--- src/rtl/gic_trk_pkg.sv ---
// Package: shared constants and the state encoding of a software interrupt.
// Assumes the first NUM_SGI IDs are software-generated and have no line.
package gic_trk_pkg;
    localparam int NUM_SGI  = 16;
    localparam int SGI_ID_W = 4;

    // Encoding is {active, pending}; the cell relies on this bit order.
    typedef enum logic [1:0] {
        ST_IDLE = 2'b00,
        ST_PEND = 2'b01,
        ST_ACT  = 2'b10,
        ST_ACTP = 2'b11
    } irq_state_e;
endpackage

--- src/rtl/gic_trk_decode.sv ---
// Decoder: turns the write, request, acknowledge and end-of-interrupt
// commands into one strobe per source.
// Assumes the pending words are DATA_W bits wide, with word w covering the
// IDs from DATA_W*w upward.
module gic_trk_decode
    import gic_trk_pkg::*;
#(
    parameter int NUM_SRC = 64,
    parameter int ID_W    = 10,
    parameter int DATA_W  = 32,
    parameter int WIDX_W  = 1
) (
    input  logic                    wr_valid_i,
    input  logic                    wr_clear_i,
    input  logic [WIDX_W-1:0]       wr_idx_i,
    input  logic [DATA_W-1:0]       wr_data_i,
    input  logic                    sgi_valid_i,
    input  logic [SGI_ID_W-1:0]     sgi_id_i,
    input  logic                    sgi_attr_i,
    input  logic                    sgi_ns_access_i,
    input  logic [NUM_SGI-1:0]      sgi_ns_cfg_i,
    input  logic                    ack_valid_i,
    input  logic [ID_W-1:0]         ack_id_i,
    input  logic                    eoi_valid_i,
    input  logic [ID_W-1:0]         eoi_id_i,
    output logic [NUM_SRC-1:NUM_SGI] set_o,
    output logic [NUM_SRC-1:NUM_SGI] clr_o,
    output logic [NUM_SGI-1:0]      sgi_o,
    output logic [NUM_SRC-1:0]      ack_o,
    output logic [NUM_SRC-1:0]      eoi_o
);
    for (genvar n = 0; n < NUM_SRC; n++) begin : g_src
        localparam logic [ID_W-1:0] MY_ID = ID_W'(n);

        // Purpose: acknowledge and end-of-interrupt match on the full ID.
        assign ack_o[n] = ack_valid_i && (ack_id_i == MY_ID);
        assign eoi_o[n] = eoi_valid_i && (eoi_id_i == MY_ID);

        if (n < NUM_SGI) begin : g_sgi
            localparam logic [SGI_ID_W-1:0] MY_SGI = SGI_ID_W'(n);
            logic sec_ok;
            // Purpose: a non-secure request ignores its attribute bit.
            assign sec_ok   = sgi_ns_access_i ? sgi_ns_cfg_i[n]
                                              : (sgi_ns_cfg_i[n] == sgi_attr_i);
            assign sgi_o[n] = sgi_valid_i && (sgi_id_i == MY_SGI) && sec_ok;
        end else begin : g_per
            localparam logic [WIDX_W-1:0] MY_WORD = WIDX_W'(n / DATA_W);
            localparam int                MY_BIT  = n % DATA_W;
            logic word_hit;
            // Purpose: select this source's bit in the addressed word.
            assign word_hit = wr_valid_i && (wr_idx_i == MY_WORD) && wr_data_i[MY_BIT];
            assign set_o[n] = word_hit && !wr_clear_i;
            assign clr_o[n] = word_hit &&  wr_clear_i;
        end
    end
endmodule

--- src/rtl/gic_trk_sgi_cell.sv ---
// Cell for one software interrupt: the four-state lifecycle with no line
// input. Pending can be removed only by an acknowledge or by reset.
module gic_trk_sgi_cell
    import gic_trk_pkg::*;
(
    input  logic clk,
    input  logic rst_n,
    input  logic sgi_i,
    input  logic ack_i,
    input  logic eoi_i,
    output logic pend_o,
    output logic act_o
);
    irq_state_e st_q, st_n;

    // Purpose: next state; a new request in the same cycle wins over an acknowledge.
    always_comb begin
        logic a, p;
        a = st_q[1];
        p = st_q[0];
        if (eoi_i) a = 1'b0;
        if (ack_i && p) begin
            a = 1'b1;
            p = 1'b0;
        end
        if (sgi_i) p = 1'b1;
        st_n = irq_state_e'({a, p});
    end

    // Purpose: state register.
    always_ff @(posedge clk) begin
        if (!rst_n) st_q <= ST_IDLE;
        else        st_q <= st_n;
    end

    assign pend_o = st_q[0];
    assign act_o  = st_q[1];
endmodule

--- src/rtl/gic_trk_per_cell.sv ---
// Cell for one peripheral source. Pending is the OR of a latched bit and,
// in level mode, the live line. Edge mode sets the latch on a rising
// transition sampled on clk. Assumes the line is synchronous to clk.
module gic_trk_per_cell (
    input  logic clk,
    input  logic rst_n,
    input  logic is_edge_i,
    input  logic line_i,
    input  logic set_i,
    input  logic clr_i,
    input  logic ack_i,
    input  logic eoi_i,
    output logic pend_o,
    output logic act_o
);
    logic latch_q, latch_n;
    logic act_q, act_n;
    logic line_q;
    logic rise;

    // Purpose: visible pending and rising-edge detection.
    always_comb begin
        rise   = line_i && !line_q;
        pend_o = latch_q || (!is_edge_i && line_i);
    end

    // Purpose: next latch and active bits; a new event wins over a removal.
    always_comb begin
        latch_n = latch_q;
        act_n   = act_q;
        if (eoi_i) act_n = 1'b0;
        if (ack_i && pend_o) begin
            act_n   = 1'b1;
            latch_n = 1'b0;
        end
        if (clr_i) latch_n = 1'b0;
        if (set_i || (is_edge_i && rise)) latch_n = 1'b1;
    end

    // Purpose: state registers and the previous line sample.
    always_ff @(posedge clk) begin
        if (!rst_n) begin
            latch_q <= 1'b0;
            act_q   <= 1'b0;
            line_q  <= 1'b0;
        end else begin
            latch_q <= latch_n;
            act_q   <= act_n;
            line_q  <= line_i;
        end
    end

    assign act_o = act_q;
endmodule

--- src/rtl/gic_pend_tracker.sv ---
// Top: per-source lifecycle tracker. The first NUM_SGI IDs are software
// interrupts and every higher ID is a peripheral line. NUM_SRC must be a
// multiple of DATA_W and larger than NUM_SGI.
module gic_pend_tracker
    import gic_trk_pkg::*;
#(
    parameter int NUM_SRC = 64,
    parameter int ID_W    = 10,
    parameter int DATA_W  = 32,
    parameter int NUM_WORDS = NUM_SRC / DATA_W,
    parameter int WIDX_W  = (NUM_WORDS > 1) ? $clog2(NUM_WORDS) : 1
) (
    input  logic                      clk,
    input  logic                      rst_n,
    input  logic [NUM_SRC-1:NUM_SGI]  line_i,
    input  logic [2*NUM_SRC-1:0]      cfg_i,
    input  logic                      wr_valid_i,
    input  logic                      wr_clear_i,
    input  logic [WIDX_W-1:0]         wr_idx_i,
    input  logic [DATA_W-1:0]         wr_data_i,
    input  logic                      sgi_valid_i,
    input  logic [SGI_ID_W-1:0]       sgi_id_i,
    input  logic                      sgi_attr_i,
    input  logic                      sgi_ns_access_i,
    input  logic [NUM_SGI-1:0]        sgi_ns_cfg_i,
    input  logic                      ack_valid_i,
    input  logic [ID_W-1:0]           ack_id_i,
    input  logic                      eoi_valid_i,
    input  logic [ID_W-1:0]           eoi_id_i,
    output logic [NUM_SRC-1:0]        pend_o,
    output logic [NUM_SRC-1:0]        act_o
);
    logic [NUM_SRC-1:NUM_SGI] set_v, clr_v;
    logic [NUM_SGI-1:0]       sgi_v;
    logic [NUM_SRC-1:0]       ack_v, eoi_v;
    logic [NUM_SRC-1:0]       cfg_unused_bits;
    logic                     unused_cfg;

    gic_trk_decode #(
        .NUM_SRC(NUM_SRC), .ID_W(ID_W), .DATA_W(DATA_W), .WIDX_W(WIDX_W)
    ) u_decode (
        .wr_valid_i      (wr_valid_i),
        .wr_clear_i      (wr_clear_i),
        .wr_idx_i        (wr_idx_i),
        .wr_data_i       (wr_data_i),
        .sgi_valid_i     (sgi_valid_i),
        .sgi_id_i        (sgi_id_i),
        .sgi_attr_i      (sgi_attr_i),
        .sgi_ns_access_i (sgi_ns_access_i),
        .sgi_ns_cfg_i    (sgi_ns_cfg_i),
        .ack_valid_i     (ack_valid_i),
        .ack_id_i        (ack_id_i),
        .eoi_valid_i     (eoi_valid_i),
        .eoi_id_i        (eoi_id_i),
        .set_o           (set_v),
        .clr_o           (clr_v),
        .sgi_o           (sgi_v),
        .ack_o           (ack_v),
        .eoi_o           (eoi_v)
    );

    for (genvar n = 0; n < NUM_SRC; n++) begin : g_cell
        // Purpose: the low bit of each field has no function.
        assign cfg_unused_bits[n] = cfg_i[2*n];
        if (n < NUM_SGI) begin : g_sgi
            gic_trk_sgi_cell u_cell (
                .clk    (clk),
                .rst_n  (rst_n),
                .sgi_i  (sgi_v[n]),
                .ack_i  (ack_v[n]),
                .eoi_i  (eoi_v[n]),
                .pend_o (pend_o[n]),
                .act_o  (act_o[n])
            );
        end else begin : g_per
            gic_trk_per_cell u_cell (
                .clk       (clk),
                .rst_n     (rst_n),
                .is_edge_i (cfg_i[2*n+1]),
                .line_i    (line_i[n]),
                .set_i     (set_v[n]),
                .clr_i     (clr_v[n]),
                .ack_i     (ack_v[n]),
                .eoi_i     (eoi_v[n]),
                .pend_o    (pend_o[n]),
                .act_o     (act_o[n])
            );
        end
    end

    // Purpose: gather the configuration bits that software interrupts and field low bits leave unread.
    always_comb begin
        logic acc;
        acc = ^cfg_unused_bits;
        for (int k = 0; k < NUM_SGI; k++) acc = acc ^ cfg_i[2*k+1];
        unused_cfg = acc;
    end
endmodule

--- config.mk ---
export PLATFORM = sky130hd
export DESIGN_NAME = gic_pend_tracker
export DESIGN_NICKNAME = d
export VERILOG_FILES = /design/src/rtl/gic_trk_pkg.sv /design/src/rtl/gic_trk_decode.sv /design/src/rtl/gic_trk_sgi_cell.sv /design/src/rtl/gic_trk_per_cell.sv /design/src/rtl/gic_pend_tracker.sv
export SDC_FILE = /design/constraint.sdc
export NUM_CORES = 1
export LEC_CHECK = 0
export CORE_AREA = 2 2 160 162
export CTS_CLUSTER_SIZE = 25
export DETAILED_ROUTE_END_ITERATION = 16
export DIE_AREA = 0 0 162 164
export PLACE_DENSITY = 0.82
export SLEW_MARGIN = 25
export SYNTH_ARGS = -nofsm -noshare
export SYNTH_HDL_FRONTEND = slang
export SYNTH_SLANG_ARGS = --single-unit
--- constraint.sdc ---
create_clock -name clk -period 2.32 [get_ports clk]
set_input_delay 0.464 -clock clk [delete_from_list [all_inputs] [get_ports clk]]
set_output_delay 0.464 -clock clk [all_outputs]
set_load 0.02 [all_outputs]
# ---- Word level (Yosys, flattened, before mapping)
# Index checks and enable logic that the tools add are counted.
dict set report word_totals {
  ff_bits 176
  input_bits 258
  out_inout_bits 128
  elab_cells 1492
}
dict set report op_classes {
  n_eq_ne 157
  muxes 320
  bitwise 1
  reduce_logical 838
}
# operator n
set ops {}
lappend ops {{10-bit by 6-bit == test with 1-bit output (second input constant)} 64}
lappend ops {{1-bit logical AND} 514}
lappend ops {{10-bit by 5-bit == test with 1-bit output (second input constant)} 32}
lappend ops {{1-bit two-way mux} 320}
lappend ops {{10-bit by 4-bit == test with 1-bit output (second input constant)} 16}
lappend ops {{2-bit nonzero test} 80}
lappend ops {{3-bit nonzero test} 48}
lappend ops {{1-bit zero test} 97}
lappend ops {{1-bit logical OR} 96}
lappend ops {{10-bit by 3-bit == test with 1-bit output (second input constant)} 8}
lappend ops {{10-bit by 2-bit == test with 1-bit output (second input constant)} 4}
lappend ops {{4-bit == test (second input constant)} 8}
lappend ops {{10-bit by 1-bit == test with 1-bit output (second input constant)} 2}
lappend ops {{10-bit zero test} 2}
lappend ops {{1-bit == test} 16}
lappend ops {{4-bit by 3-bit == test with 1-bit output (second input constant)} 4}
lappend ops {{4-bit by 2-bit == test with 1-bit output (second input constant)} 2}
lappend ops {{4-bit by 1-bit == test with 1-bit output (second input constant)} 1}
lappend ops {{4-bit zero test} 1}
lappend ops {{1-bit NOT} 1}

# ---- Logic depth before layout (Yosys ltp)
# Gate-level depths: netlist of the first run.
dict set report depth {
  word_depth 7
  mapped_depth 6
  mapped_depth_nobuf 3
}

# ---- Modules after synthesis
# A second synthesis of the first run with hierarchy kept.
dict set report unflattened {
  cells_unflattened 1067
  hier_area_um2 9750.6
}
# module instances cells_per_inst area_each_um2 seq_area_each_um2
set modules_own_cells {}
lappend modules_own_cells {gic_trk_per_cell 48 12 118.9 60.1}
lappend modules_own_cells {gic_trk_decode 1 379 2904.0 0.0}
lappend modules_own_cells {gic_trk_sgi_cell 16 7 71.3 40.0}

# ---- Least setup slack after synthesis of the first run
# No wires, ideal clock.
dict set report synth_timing {
  path_type {input-to-reg}
  from {in eoi_id_i[5]}
  to {reg g_cell[15].g_sgi.u_cell.st_q[1]}
  setup_time_ns 0.130
  arrival_ns 1.583
  required_time_ns 2.190
  setup_slack_ns 0.607
  cell_stages 5
  n_path_buf 2
  path_cell_list {or4b_1 -> buf_2 -> buf_6 -> o311ai_1 -> o31ai_1}
}
dict set report synth_between {
  elab_chain_cells 3
}
# element line
set synth_lines {}
lappend synth_lines {{from (decl)} gic_pend_tracker.sv:29} ;# input logic [ID_W-1:0] eoi_id_i,
lappend synth_lines {{10-bit by 4-bit == test with 1-bit output} gic_trk_decode.sv:37} ;# assign eoi_o[n] = eoi_valid_i && (eoi_id_i == MY_ID);
lappend synth_lines {{1-bit logical AND} gic_trk_decode.sv:37}
lappend synth_lines {{2-bit nonzero test (no line)} n/a}
lappend synth_lines {{to (signal assigned)} gic_trk_sgi_cell.sv:33} ;# else st_q <= st_n;
lappend synth_lines {{to (decl)} gic_trk_sgi_cell.sv:14} ;# irq_state_e st_q, st_n;
# Every way passes these cells.
# A chain may end at the register's enable or synchronous reset.

# ---- Final worst setup path of the first run
dict set report layout_timing {
  from {in line_i[45] (netlist name)}
  to {out pend_o[45]}
}
dict set report layout_between {
  elab_chain_cells 2
}
# element line
set layout_lines {}
lappend layout_lines {{from (decl)} gic_pend_tracker.sv:15} ;# input logic [NUM_SRC-1:NUM_SGI] line_i,
lappend layout_lines {{1-bit logical AND} gic_trk_per_cell.sv:24} ;# pend_o = latch_q || (!is_edge_i && line_i);
lappend layout_lines {{1-bit logical OR} gic_trk_per_cell.sv:24}
lappend layout_lines {{to (decl)} gic_pend_tracker.sv:30} ;# output logic [NUM_SRC-1:0] pend_o,
# Every way passes these cells.

==> Flow_metrics.wiki, run 1 <==
{| class="wikitable"
! Metric !! Value
|-
| Pin slew with the least headroom to its limit || 0.5058 ns
|-
| Remaining antenna violation count after routing || 0
|-
| 1st-iter DRT viols || 755
|-
| Time the final worst path needs with I/O delays and setup || 2.280 ns
|-
| Cell types with the largest area share after synthesis || sky130_fd_sc_hd__dfxtp_1, sky130_fd_sc_hd__buf_4, sky130_fd_sc_hd__a22o_1
|-
| Met1 routed wirelength after detailed routing || 14830 um
|-
| Setup repair after global routing missed its margin || false
|-
| Clock network fraction of design power || 0.398
|-
| Worst-skew pair later-pin latency || 0.43 ns
|-
| Comb power frac || 0.193
|-
| Predominant post-synthesis flop cell || sky130_fd_sc_hd__dfxtp_1
|-
| Number of sinks driven by the clock tree || 176
|-
| Routed wire length on met2 || 16890 um
|-
| Vias || 9691
|-
| Power Internal || 5.739 mW
|-
| Worst reg2reg endpoint || g_cell[59].g_per.u_cell.act_o
|-
| Library cell used as clock root buffer || sky130_fd_sc_hd__clkbuf_16
|-
| Cell count after synthesis || 1085
|-
| EDFF count, synth || 0
|-
| Post-synth net total || 1343
|-
| Drt via density || 5.704
|-
| Largest area contributor in the netlist || sky130_fd_sc_hd__dfxtp_1
|-
| Critical Path RT || 1.86 ns
|-
| Full die area || 26570 sq um
|-
| Number of buffers inserted by port buffering || 305
|-
| Ratio of final minimum period to clock period || 0.9830
|-
| Share of Yosys cell area claimed by the top area cell type || 0.3592
|-
| Worst Skew || 0.007141 ns
|-
| Core outline area || 24820 sq um
|-
| Sw Pwr || 2.128 mW
|-
| Ratio of total power to cell area || 565.4 nW/um^2
|-
| FF+latch count, synth || 176
|-
| Number of placement rows || 58
|-
| Worst voltage drop across the vdd grid || 0.4491 mV
|-
| Number of violations of the max-capacitance limit || 0
|-
| CTS buffer count || 17
|-
| Vias in the first global route || 9418
|-
| Number of pins with negative max-slew slack in the final report || 0
|-
| Detailed Route WL || 36470 um
|-
| Status || completed
|-
| Largest net degree at the start of global routing || 120
|-
| Synth cell count leaders || sky130_fd_sc_hd__dfxtp_1, sky130_fd_sc_hd__buf_4, sky130_fd_sc_hd__nand2_1
|-
| Clock-pin slew on the worst setup and hold paths || 0.07 ns
|-
| Share of the core filled with cells || 0.5607
|-
| Type of element launching the critical path || input pin
|-
| Met3 routed wirelength || 3459 um
|-
| Total number of H-tree levels || 4
|-
| Worst reg2reg startpoint || g_cell[59].g_per.u_cell.latch_q
|-
| Capturing instance or port of the critical path || pend_o[45]
|-
| Synth-to-layout area growth || 41.86%
|-
| Initial antenna violation count || 1
|-
| Wire length of the first global-routing pass || 53820 um
|-
| Most instantiated library cell after synthesis || sky130_fd_sc_hd__dfxtp_1
|-
| # IOs || 386
|-
| HPWL after detailed placement || 26910 um
|-
| Final setup TNS || 0 ns
|-
| Remaining max-slew budget at the tightest pin || 0.6628
|-
| Die height || 164 um
|-
| WL per Instance || 21.46 um
|-
| Reg-to-reg setup timing slack || 1.32 ns
|-
| Leakage dissipation || 5.651 nW
|-
| Number of hold violations in the final report || 0
|-
| Seq/Total Area, Yosys || 0.3592
|-
| Synth warnings || 0
|-
| CTS tree || yes
|-
| Global-route total usage across every layer || 0.2669
|-
| Post-route total power || 7.868 mW
|-
| Achievable frequency || 0.4385 GHz
|-
| Launch point of the worst hold path || rst_n
|-
| Initial core utilization || 0.3952
|-
| Net count reported at finish || 1613
|-
| Sort of element at the end of the critical path || output pin
|-
| Post-Synthesis Mean Instance Area || 9.041 sq um
|-
| First drt pass iteration count || 5
|-
| Layout cell share with drive strength beyond 1 || 0.1893
|-
| Critical path peak fanout || 2
|-
| Max layer used || met4
|-
| Power share of the sequential group || 0.408
|-
| Routability Congestion || 0.8782
|-
| Cell Area, Synth || 9809 sq um
|-
| Asr flop ratio synth || 0
|-
| Hold_buf cts || 0
|-
| Total congestion overflow after global routing || 0
|-
| Critical path start-end classification || in -> out
|-
| Depth of the most critical reg-to-reg path || 2
|-
| Die X || 162 um
|-
| Library cells used by synthesis || 53
|-
| Hold crit path type || in -> reg
|-
| Clock tree buffer depth || 2
|-
| Count of final setup violators || 0
|-
| DRC || 0
|-
| Beginning of the critical path || line_i[45]
|-
| Critical Path AT || 1.82 ns
|-
| Switching share of power || 0.2705
|}
## cells in the final DEF (no fill, tap or decap), types with 6 or more instances in the layout
cell,instances
sky130_fd_sc_hd__o211a_1,16
sky130_fd_sc_hd__clkbuf_16,17
sky130_fd_sc_hd__nor3_1,7
sky130_fd_sc_hd__o31ai_1,52
sky130_fd_sc_hd__buf_12,10
sky130_fd_sc_hd__a21boi_0,42
sky130_fd_sc_hd__o311ai_0,9
sky130_fd_sc_hd__or2_2,48
sky130_fd_sc_hd__o21ai_0,6
sky130_fd_sc_hd__clkdlybuf4s50_1,255
sky130_fd_sc_hd__buf_4,147
sky130_fd_sc_hd__and3_1,32
sky130_fd_sc_hd__nor2b_1,48
sky130_fd_sc_hd__nand3_1,46
sky130_fd_sc_hd__nand4bb_1,8
sky130_fd_sc_hd__o2bb2ai_1,31
sky130_fd_sc_hd__inv_1,17
sky130_fd_sc_hd__o32ai_1,23
sky130_fd_sc_hd__dlymetal6s2s_1,20
sky130_fd_sc_hd__a32o_1,10
sky130_fd_sc_hd__and4bb_2,6
sky130_fd_sc_hd__nand4b_1,9
sky130_fd_sc_hd__nor2_1,9
sky130_fd_sc_hd__dfxtp_1,176
sky130_fd_sc_hd__dlygate4sd2_1,26
sky130_fd_sc_hd__o21ai_1,9
sky130_fd_sc_hd__xnor2_1,7
sky130_fd_sc_hd__and2_1,48
sky130_fd_sc_hd__o311ai_1,10
sky130_fd_sc_hd__o2111ai_1,45
sky130_fd_sc_hd__nand2_1,64
sky130_fd_sc_hd__xor2_1,9
sky130_fd_sc_hd__a22o_1,48
## critical path, cell delays in order
cell and delay, ns:
sky130_fd_sc_hd__clkdlybuf4s50_1 0.41, sky130_fd_sc_hd__nor2b_1 0.14, sky130_fd_sc_hd__or2_2 0.27, sky130_fd_sc_hd__clkdlybuf4s50_1 0.54
## layer usage
layer | GRT usage | vias to the layer above
met5 | 0 | -
met4 | 0.1086 | 0
met3 | 0.06490 | 67
met2 | 0.4371 | 534
met1 | 0.3378 | 4609
li1 | - | 4481
## power groups by stage
stage / registers (mW) / logic, mW / clock network (mW)
finish: 3.21 / 1.52 / 3.13
global route: 3.22 / 1.61 / 3.27
CTS: 3.21 / 1.53 / 3.17
detailed placement: 3.28 / 1.56 / 0
global placement: 3.27 / 1.53 / 0
floorplan: 3.26 / 0.791 / 0
## per-stage QoR
stage	cells	area [sq um]	setup WS, ns	hold WS (ns)
global placement	1666	13270	-0.1310	0.4522
global route	1699	13920	0.005451	0.3561
floorplan	1085	9809	0.6067	0.4420
finish	1699	13920	0.03953	0.3644
detailed placement	1666	13270	-0.1228	0.4641
CTS	1698	13860	0.0008239	0.3369
## cell families after synthesis
kind of cell	share of synthesized area
buffers and inverters	0.1392
and+or+nand+nor	0.2307
DFF	0.3592
AOI/OAI and AO/OA	0.2566
xor gates and xnor gates	0.01429
## final cells by class
class	count	area, sq um
antenna	1	2.502
clock buffer	20	456.7
clock inverter	12	172.7
fill	2237	10900
inverter	17	63.81
multi-input combinational	682	4928
sequential	176	3523
tap	330	412.9
timing repair buffer	461	4355
## repair_timing
item                                    4_1_cts  5_1_grt
endpoints found under the setup margin       26       20
gates resized for setup                      26       20
gates cloned                                  0        0
buffers inserted                              0        0
pin swaps                                     0        0
## state kept, by name (all words and copies together) (netlist names)
register and count:
g_cell.g_per.u_cell.act_o 48, g_cell.g_per.u_cell.latch_q 48, g_cell.g_per.u_cell.line_q 48, g_cell.g_sgi.u_cell.st_q 32
## worst min path at each step
stage	endpoint	slack [ns]	cells past startpoint
after CTS	g_cell[12].g_sgi.u_cell.st_q[1]	0.34	3
after global routing	g_cell[9].g_sgi.u_cell.st_q[1]	0.36	3
after detailed placement	g_cell[8].g_sgi.u_cell.st_q[1]	0.46	2
after floorplan	g_cell[12].g_sgi.u_cell.st_q[1]	0.44	2
final	g_cell[3].g_sgi.u_cell.st_q[1]	0.36	3
after global placement	g_cell[5].g_sgi.u_cell.st_q[1]	0.45	2
No activity file was read; power rests on OpenSTA's default activity.
==> run 2, diff against run 1 <==
--- a/config.mk
+++ b/config.mk
@@ -5,6 +5,7 @@
 export SDC_FILE = /design/constraint.sdc
 export NUM_CORES = 1
 export LEC_CHECK = 0
+export ABC_CLOCK_PERIOD_IN_PS = 2320
 export CORE_AREA = 2 2 160 162
 export CTS_CLUSTER_SIZE = 25
 export DETAILED_ROUTE_END_ITERATION = 16
==> results of run 2 <==
The final DEF is identical to that of run 1; final timing and power are the same.
==> run 3, diff against run 2 <==
--- a/config.mk
+++ b/config.mk
@@ -5,7 +5,7 @@
 export SDC_FILE = /design/constraint.sdc
 export NUM_CORES = 1
 export LEC_CHECK = 0
-export ABC_CLOCK_PERIOD_IN_PS = 2320
+export ABC_CLOCK_PERIOD_IN_PS = 2950
 export CORE_AREA = 2 2 160 162
 export CTS_CLUSTER_SIZE = 25
 export DETAILED_ROUTE_END_ITERATION = 16
==> constraint.sdc (replaced) <==
create_clock -name clk -period 2.95 [get_ports clk]
set_input_delay 0.59 -clock clk [delete_from_list [all_inputs] [get_ports clk]]
set_output_delay 0.59 -clock clk [all_outputs]
set_load 0.02 [all_outputs]
==> Flow_metrics.wiki, run 3 (synthesized netlist as in run 1, its figures left out) <==
{| class="wikitable"
! Metric !! Value
|-
| Net count reported at finish || 1498
|-
| Critical Path RT || 2.36 ns
|-
| Hold_buf cts || 0
|-
| Worst voltage drop across the vdd grid || 0.3482 mV
|-
| Reg-to-reg setup timing slack || 1.97 ns
|-
| Detailed Route WL || 35620 um
|-
| Ratio of final minimum period to clock period || 0.9083
|-
| Ratio of total power to cell area || 465.1 nW/um^2
|-
| Drt via density || 5.880
|-
| Vias || 9297
|-
| Power Internal || 4.413 mW
|-
| Most repeated library cell on the critical path || sky130_fd_sc_hd__clkdlybuf4s50_1
|-
| Sw Pwr || 1.600 mW
|-
| Time the final worst path needs with I/O delays and setup || 2.679 ns
|-
| Total of fill cells in the finished design || 2282
|-
| Critical Path AT || 2.09 ns
|-
| Ordered list of cells on the worst path || clkdlybuf4s50_1 > nor2b_1 > or2_2 > clkdlybuf4s50_1
|-
| 1st-iter DRT viols || 975
|-
| Total number of H-tree levels || 4
|-
| Critical path peak fanout || 3
|-
| Core outline area || 24820 sq um
|-
| Clock network fraction of design power || 0.394
|-
| Diodes inserted || 0
|-
| Total congestion overflow after global routing || 0
|-
| Hold crit path type || in -> reg
|-
| Initial antenna violation count || 2
|-
| Number of buffers inserted by port buffering || 305
|-
| Routability Congestion || 0.8778
|-
| Die height || 164 um
|-
| Sequential cell area || 3523 sq um
|-
| Remaining antenna violation count after routing || 0
|-
| Vias in the first global route || 9106
|-
| Switching share of power || 0.2661
|-
| Wire length of the first global-routing pass || 53290 um
|-
| Clock-pin slew on the worst setup and hold paths || 0.07 ns
|-
| Status || completed
|-
| Number of gates given a new drive strength after cts || 0
|-
| Synth-to-layout area growth || 31.80%
|-
| WL per Instance || 22.53 um
|-
| Number of sinks driven by the clock tree || 176
|-
| CTS tree || yes
|-
| Clock tree buffer depth || 2
|-
| First drt pass iteration count || 5
|-
| Worst-skew pair later-pin latency || 0.42 ns
|-
| DRC || 0
|-
| Full die area || 26570 sq um
|-
| Library cell used as clock root buffer || sky130_fd_sc_hd__clkbuf_16
|-
| Area of combinational cells with multiple inputs || 4928 sq um
|-
| Number of pins with negative max-slew slack in the final report || 0
|-
| Pin slew with the least headroom to its limit || 0.9020 ns
|-
| Leakage dissipation || 4.770 nW
|-
| # IOs || 386
|-
| Achievable frequency || 0.3732 GHz
|-
| Sort of element at the end of the critical path || output pin
|-
| Power share of the sequential group || 0.420
|-
| Initial core utilization || 0.3952
|-
| Final critical-path setup slack || 0.2706 ns
|-
| Number of placement rows || 58
|-
| Critical path start-end classification || in -> out
|-
| Global-route total usage across every layer || 0.2653
|-
| Critical path's slowest cell || sky130_fd_sc_hd__clkdlybuf4s50_1
|-
| Number of hold violations in the final report || 0
|-
| Comb power frac || 0.186
|-
| Setup repair after global routing missed its margin || false
|-
| Max incr delay on CP || 0.64 ns
|-
| Leading cell types in the layout, fill and taps excluded || sky130_fd_sc_hd__clkdlybuf4s50_1, sky130_fd_sc_hd__dfxtp_1, sky130_fd_sc_hd__nand2_1
|-
| Layout cell share with drive strength beyond 1 || 0.1127
|-
| Worst Skew || 0.01196 ns
|-
| Most common library cell in the layout ignoring fill and taps || sky130_fd_sc_hd__clkdlybuf4s50_1
|-
| Die X || 162 um
|-
| Setup bufs post-CTS || 0
|-
| Largest net degree at the start of global routing || 152
|-
| Type of element launching the critical path || input pin
|-
| Count of final setup violators || 0
|-
| Setup WS pre-CTS || 0.3034 ns
|-
| CTS buffer count || 17
|-
| Final setup TNS || 0 ns
|-
| Remaining max-slew budget at the tightest pin || 0.3987
|-
| HPWL after detailed placement || 25500 um
|-
| Number of violations of the max-capacitance limit || 0
|}
[run 3: power groups by stage]
stage                     combinational (mW)  sequential [mW]  clock, mW
after global routing                    1.19             2.54       2.48
after global placement                  1.10             2.57          0
after CTS                               1.12             2.52       2.40
after floorplan                        0.622             2.56          0
final                                   1.12             2.53       2.37
after detailed placement                1.11             2.58          0
[run 3: worst max-delay path, delay by kind of cell]
| kind | cells | cell delay, ns |
|---|---|---|
| buf+inv | 2 | 1.17 |
| simple gates | 2 | 0.33 |
[run 3: cell type report]
cell class	instances	share of cell area
Clock buffer	19	0.03426
Clock inverter	11	0.01200
Inverter	17	0.004936
Multi-Input combinational cell	682	0.3812
Sequential cell	176	0.2725
Tap cell	330	0.03194
Timing Repair Buffer	346	0.2631
[run 3: path summary, 6_finish.rpt]
check / from / endpoint / cells past startpoint
worst min register to register: g_cell[34].g_per.u_cell.act_o / g_cell[34].g_per.u_cell.act_o / 2
worst max-delay path: line_i[30] / pend_o[30] / 4
worst min-delay path: rst_n / g_cell[9].g_sgi.u_cell.st_q[1] / 3
worst max register to register: g_cell[59].g_per.u_cell.latch_q / g_cell[59].g_per.u_cell.act_o / 2
[run 3: routing by layer]
metal,up-vias,share of wire,track usage
li1,4249,-,-
met5,-,0,0
met4,0,0.042,0.1231
met3,80,0.096,0.06566
met1,4495,0.41,0.3424
met2,473,0.45,0.4186
[run 3: metrics by stage]
step	utilization	total power, mW	instances	hold WS (ns)	cell area, sq um
finish	0.5209	6.013	1581	0.4703	12930
global route	0.5209	6.210	1581	0.4728	12930
CTS	0.5209	6.046	1581	0.4512	12930
detailed placement	0.4968	3.688	1551	0.4661	12330
global placement	0.4968	3.668	1551	0.4552	12330
floorplan	-	3.183	1085	0.4420	9809
